[config.mk]
export PLATFORM = sky130hd
export DESIGN_NAME = bus_tmo_monitor
export DESIGN_NICKNAME = d
export VERILOG_FILES = /design/src/rtl/bus_tmo_pkg.sv /design/src/rtl/bus_tmo_channel.sv /design/src/rtl/tmo_action_router.sv /design/src/rtl/bus_tmo_monitor.sv
export SDC_FILE = /design/constraint.sdc
export NUM_CORES = 1
export LEC_CHECK = 0
export BUFFER_PORTS_ARGS = -buffer_cell sky130_fd_sc_hd__buf_2
export CORE_MARGIN = 2
export CORE_UTILIZATION = 50
export CTS_BUF_LIST = sky130_fd_sc_hd__clkbuf_2
export CTS_CLUSTER_SIZE = 20
export DETAILED_ROUTE_END_ITERATION = 8
export MAX_ROUTING_LAYER = met4
export PLACE_DENSITY = 0.7
export SYNTH_ARGS = -nofsm -noshare
export SYNTH_HDL_FRONTEND = slang
export SYNTH_SLANG_ARGS = --single-unit
[constraint.sdc]
create_clock -name clk -period 3 [get_ports clk]
set_input_delay 0.15 -clock clk [delete_from_list [all_inputs] [get_ports clk]]
set_output_delay 0.15 -clock clk [all_outputs]
set_load 0.005 [all_outputs]
[src/rtl/bus_tmo_pkg.sv]
package bus_tmo_pkg;

    localparam int CODE_W     = 8;
    localparam int STEP_SHIFT = 3;
    localparam int TICK_W     = CODE_W + STEP_SHIFT;
    localparam int BUS_COUNT  = 2;

    typedef logic [TICK_W-1:0] tick_t;

    typedef enum logic {
        CH_IDLE = 1'b0,
        CH_WAIT = 1'b1
    } ch_state_e;

    typedef enum logic {
        ACT_MCHK = 1'b0,
        ACT_SRST = 1'b1
    } action_e;

    typedef struct packed {
        logic en;
        logic start;
        logic ack;
    } bus_req_t;

    // Window length in cycles: code scaled by the step size.
    function automatic tick_t window_of(input logic [CODE_W-1:0] code);
        return tick_t'(code) << STEP_SHIFT;
    endfunction

endpackage

[src/rtl/bus_tmo_channel.sv]
module bus_tmo_channel
    import bus_tmo_pkg::*;
#(
    parameter int CNT_W = TICK_W
) (
    input  logic             clk,
    input  logic             rst,
    input  logic [CNT_W-1:0] window,
    input  bus_req_t         req,
    output logic             err
);

    ch_state_e        state;
    logic [CNT_W-1:0] cnt;
    logic [CNT_W-1:0] cnt_next;
    logic             window_zero;
    logic             expire;

    assign cnt_next    = cnt + CNT_W'(1);
    assign window_zero = (window == '0);
    assign expire      = (cnt_next >= window);

    always_ff @(posedge clk) begin
        if (rst) begin
            state <= CH_IDLE;
            cnt   <= '0;
            err   <= 1'b0;
        end else begin
            err <= 1'b0;
            if (!req.en) begin
                state <= CH_IDLE;
                cnt   <= '0;
            end else if (req.start) begin
                cnt <= '0;
                if (window_zero) begin
                    err   <= 1'b1;
                    state <= CH_IDLE;
                end else begin
                    state <= CH_WAIT;
                end
            end else if (state == CH_WAIT) begin
                if (req.ack) begin
                    state <= CH_IDLE;
                end else if (expire) begin
                    err   <= 1'b1;
                    state <= CH_IDLE;
                end else begin
                    cnt <= cnt_next;
                end
            end
        end
    end


    disabled_silent_chk: assert property (@(posedge clk) disable iff (rst)
        err |-> $past(req.en));


    single_err_chk: assert property (@(posedge clk) disable iff (rst)
        (err && !req.start) |=> !err);


    ack_blocks_err_chk: assert property (@(posedge clk) disable iff (rst)
        err |-> !($past(state == CH_WAIT) && $past(req.ack) && !$past(req.start)));


    zero_code_fail_chk: assert property (@(posedge clk) disable iff (rst)
        (req.en && req.start && window_zero) |=> err);

endmodule

[src/rtl/tmo_action_router.sv]
module tmo_action_router
    import bus_tmo_pkg::*;
#(
    parameter int N_BUS = BUS_COUNT
) (
    input  logic [N_BUS-1:0] errs,
    input  logic             act_sel,
    output logic             mchk_irq,
    output logic             soft_rst_req
);

    logic    any_err;
    action_e action;

    assign any_err      = |errs;
    assign action       = action_e'(act_sel);
    assign mchk_irq     = any_err && (action == ACT_MCHK);
    assign soft_rst_req = any_err && (action == ACT_SRST);

endmodule

[src/rtl/bus_tmo_monitor.sv]
module bus_tmo_monitor
    import bus_tmo_pkg::*;
#(
    parameter int CW    = CODE_W,
    parameter int N_BUS = BUS_COUNT
) (
    input  logic          clk,
    input  logic          rst,
    input  logic [CW-1:0] tmo_code,
    input  logic          sys_en,
    input  logic          loc_en,
    input  logic          act_sel,
    input  logic          sys_start,
    input  logic          sys_ack,
    input  logic          loc_start,
    input  logic          loc_ack,
    output logic          sys_err,
    output logic          loc_err,
    output logic          mchk_irq,
    output logic          soft_rst_req
);

    localparam int WIN_W = CW + STEP_SHIFT;

    logic [WIN_W-1:0] window;
    bus_req_t         reqs [N_BUS];
    logic [N_BUS-1:0] errs;

    assign window = WIN_W'(window_of(CODE_W'(tmo_code)));

    assign reqs[0] = '{en: sys_en, start: sys_start, ack: sys_ack};
    assign reqs[1] = '{en: loc_en, start: loc_start, ack: loc_ack};

    for (genvar b = 0; b < N_BUS; b++) begin : g_bus
        bus_tmo_channel #(
            .CNT_W (WIN_W)
        ) u_chan (
            .clk    (clk),
            .rst    (rst),
            .window (window),
            .req    (reqs[b]),
            .err    (errs[b])
        );
    end

    assign sys_err = errs[0];
    assign loc_err = errs[1];

    tmo_action_router #(
        .N_BUS (N_BUS)
    ) u_route (
        .errs         (errs),
        .act_sel      (act_sel),
        .mchk_irq     (mchk_irq),
        .soft_rst_req (soft_rst_req)
    );


    route_exclusive_chk: assert property (@(posedge clk) disable iff (rst)
        (sys_err || loc_err) |-> (mchk_irq != soft_rst_req));


    route_quiet_chk: assert property (@(posedge clk) disable iff (rst)
        !(sys_err || loc_err) |-> (!mchk_irq && !soft_rst_req));

endmodule

==> results by group <==
Final layout
  • Fraction of layout cells with a size suffix above 1: a little under a fifth
  • Commonest cells after routing, fill and taps aside: nor2_1, dfxtp_1, buf_2
  • Final Non-Filler Cells: 305
  • Antenna diode count: 0
  • Core Util, Final: between 50% and 60%
  • Most common cell after layout, fill and taps aside: nor2_1
  • Fill count: 344
  • NumNets Final: 293
  • Final instance area: 0.00210 mm²
  • Synth-to-layout area growth: 10.0%

Run status
  • Outcome: finished clean

Route
  • DRC: 0
  • Total Wirelength: around 4100 µm
  • Routed Antenna Nets: 0
  • Vias: 1655
  • Wirelength per Cell: 13.3 µm
  • TritonRoute pass-1 iters: 6
  • DR vias/cell: 5.43
  • Iteration-0 DRC count of the detailed router: 90

Synth
  • Post-synth top area share: 27.3%
  • Synth Flop Type: dfxtp_1
  • Synth unique cells: 49
  • Syn Inst Count: between 200 and 250
  • Synth Area per Inst: 8.14 µm²
  • Synth Net Count: 269
  • Netlist Area Pre-Place: 0.00191 mm²
  • EDFF count, synth: 0
  • Sequential area share after synthesis: 27.3%
  • Seq cells post-synth: 26
  • Largest area contributor in the netlist: dfxtp_1
  • Synth Warn #: 0
  • Async S/R FF share, synth: 0%
  • Area contributors post-synth: dfxtp_1, ha_1, nor2_1

GRT
  • Global-route wire length before repair: between 7000 and 8000 µm
  • Initial antenna violation count: 0
  • GR Overflow Total: 0
  • Largest net degree at the start of global routing: 15
  • Vias in the first global route: between 1500 and 2000
  • GRT Total Usage: between 20 and 25%

Placement
  • Post-Place Cell Area: roughly 0.002 mm²
  • Port bufs: 20
  • Hpwl dp: 3200 µm
  • Placed insts: 299
  • Gp weighted congestion: 0.915

STA
  • Unrepaired setup endpoints after global routing: no
  • Worst Skew: around 0.019 ns
  • Fmax: 0.364 GHz
  • Endpoints failing hold: 0
  • Tcrit/Tclk final: between 90% and 100%
  • Slew Limit Headroom: 66.6%
  • Max Slew Vio Count: 0
  • Worst-margin pin slew: 0.502 ns
  • Setup TNS: 0 ns
  • Final Setup Violations: 0
  • Minimum clock period: approximately 2.7 ns

CTS
  • TritonCTS clock tree: done
  • H-tree depth: 1
  • Worst-Skew Late Latency: 0.36 ns
  • Num CTS Buffers: 3
  • Clk sinks: 26
  • CTS clock-pin slew for the worst setup and hold paths: between 0.2 and 0.3 ns
  • Max Buffers Root-to-Sink: 2
  • Root Driver: clkbuf_2

Worst setup path
  • CP Cell Sequence: ha_1, nand2_1, nor3_1, xor2_1, ha_1, a21oi_1, o21ai_1, nand4b_1, buf_4, o21a_1, o21a_1
  • Required time of the critical path: 3.30 ns
  • Worst EP arrival: 3.05 ns
  • Delay-heaviest family, CP: simple AND/OR/NAND/NOR gates
  • Critical path peak fanout: 5
  • CP Class: flop to flop
  • Crit. End Element: flop
  • Worst setup SP type: flop
  • Slowest library cell on the worst path: dfxtp_1
  • WP buf/inv: 1
  • CP max stage delay: 0.43 ns

Power and ir drop
  • Seq pwr share: 64.3%
  • Peak supply drop: 0.000148 V
  • Clock Power Share: 25.5%
  • NetSw: 0.143 mW
  • Pwr dens: 259 mW/mm²
  • Switch share: 26.4%
  • Comb pwr share: 10.2%
  • Internal power: roughly 0.4 mW
  • LEAKAGE: 0.852 nW

Die
  • Initial Utilization: 52.1%
  • Die Area: 0.00432 mm²
  • Die height: 65.7 µm
  • DIE WIDTH: 65.7 µm
  • Core Area: about 0.0037 mm²
  • Core Rows: 22
  • IO Pins: 21

Run
  • Max cap viols: 0

Hold path
  • Min-Delay Path Class: input pin to flop
synthesized netlist by cell type (3+ instances only):
library cell and instances:
nor2_1 32, nand4_1 7, or3_1 5, nand3_1 13, inv_1 12, or2_2 3, a21oi_1 15, a2111oi_1 4
nand2b_1 6, nand2_1 18, o21ai_0 9, xor2_1 11, dfxtp_1 26, ha_1 18, nor3_1 3, xnor2_1 13
power by group through the flow:
stage	Sequential, mW	Combinational (mW)	Clock [mW]
finish	0.349	0.0552	0.138
global route	0.350	0.0631	0.157
CTS	0.349	0.0543	0.149
detailed placement	0.355	0.0539	0
global placement	0.355	0.0534	0
floorplan	0.355	0.0324	0
area by class of cell:
type / count / area (µm²) / area share [%]
multi-input combinational: 191 / 1320 / 62.8
sequential: 26 / 526 / 25.1
timing repair buffer: 24 / 130 / 6.21
tap: 48 / 60.1 / 2.86
inverter: 12 / 45.0 / 2.15
clock buffer: 3 / 15.0 / 0.716
clock inverter: 1 / 3.75 / 0.179
cell families after synthesis:
group / count (synthesis) / share of synthesized area [%]
AO/OA/AOI/OAI: 46 / 17.6
buffers and inverters: 17 / 4.00
flip-flops: 26 / 27.3
XOR/XNOR: 24 / 11.0
adder cells (fa/ha/maj): 18 / 11.8
multiplexers: 2 / 1.05
AND/OR/NAND/NOR: 101 / 27.2
worst min-delay path, cell delays in order:
cell	delay, ns
buf_2	0.13
nand2_1	0.06
o21ai_0	0.06
worst paths after layout:
path | from | endpoint | slack, ns | cells past startpoint
worst min register to register | g_bus[0].u_chan.cnt[1]$_SDFFE_PP0P_ | g_bus[0].u_chan.cnt[1]$_SDFFE_PP0P_ | 0.51 | 2
worst min-delay path | sys_start | g_bus[0].u_chan.err$_SDFF_PP0_ | 0.05 | 3
worst max register to register | g_bus[0].u_chan.cnt[1]$_SDFFE_PP0P_ | g_bus[0].u_chan.cnt[6]$_SDFFE_PP0P_ | 0.25 | 11
worst max-delay path | g_bus[0].u_chan.cnt[1]$_SDFFE_PP0P_ | g_bus[0].u_chan.cnt[6]$_SDFFE_PP0P_ | 0.25 | 11
metal layers:
layer	GRT usage, %	up-vias	part of all wire, %
li1	-	883	-
met1	31.9	742	52
met3	2.40	2	3.6
met4	4.69	0	0.59
met2	31.4	28	44
met5	-	-	0
through the flow:
step / worst slack (ns) / hold WS, ns / power [mW]
after detailed placement: 0.247 / 0.464 / 0.409
after CTS: 0.218 / 0.0288 / 0.553
final: 0.254 / 0.0455 / 0.543
after floorplan: 0.567 / 0.306 / 0.387
after global routing: 0.0220 / 0.0375 / 0.570
after global placement: 0.261 / 0.474 / 0.409
timing repair:
action | CTS | global route
setup buffers | 0 | 2
endpoints found under the setup margin | 0 | 11
hold buffers | 0 | 0
gates resized for setup | 0 | 7
flip-flops by register name (all words and copies together), names as in the netlist:
register,cells
g_bus.u_chan.state,2
g_bus.u_chan.err,2
g_bus.u_chan.cnt,22
Note: power is estimated with default switching activity, not from simulation.
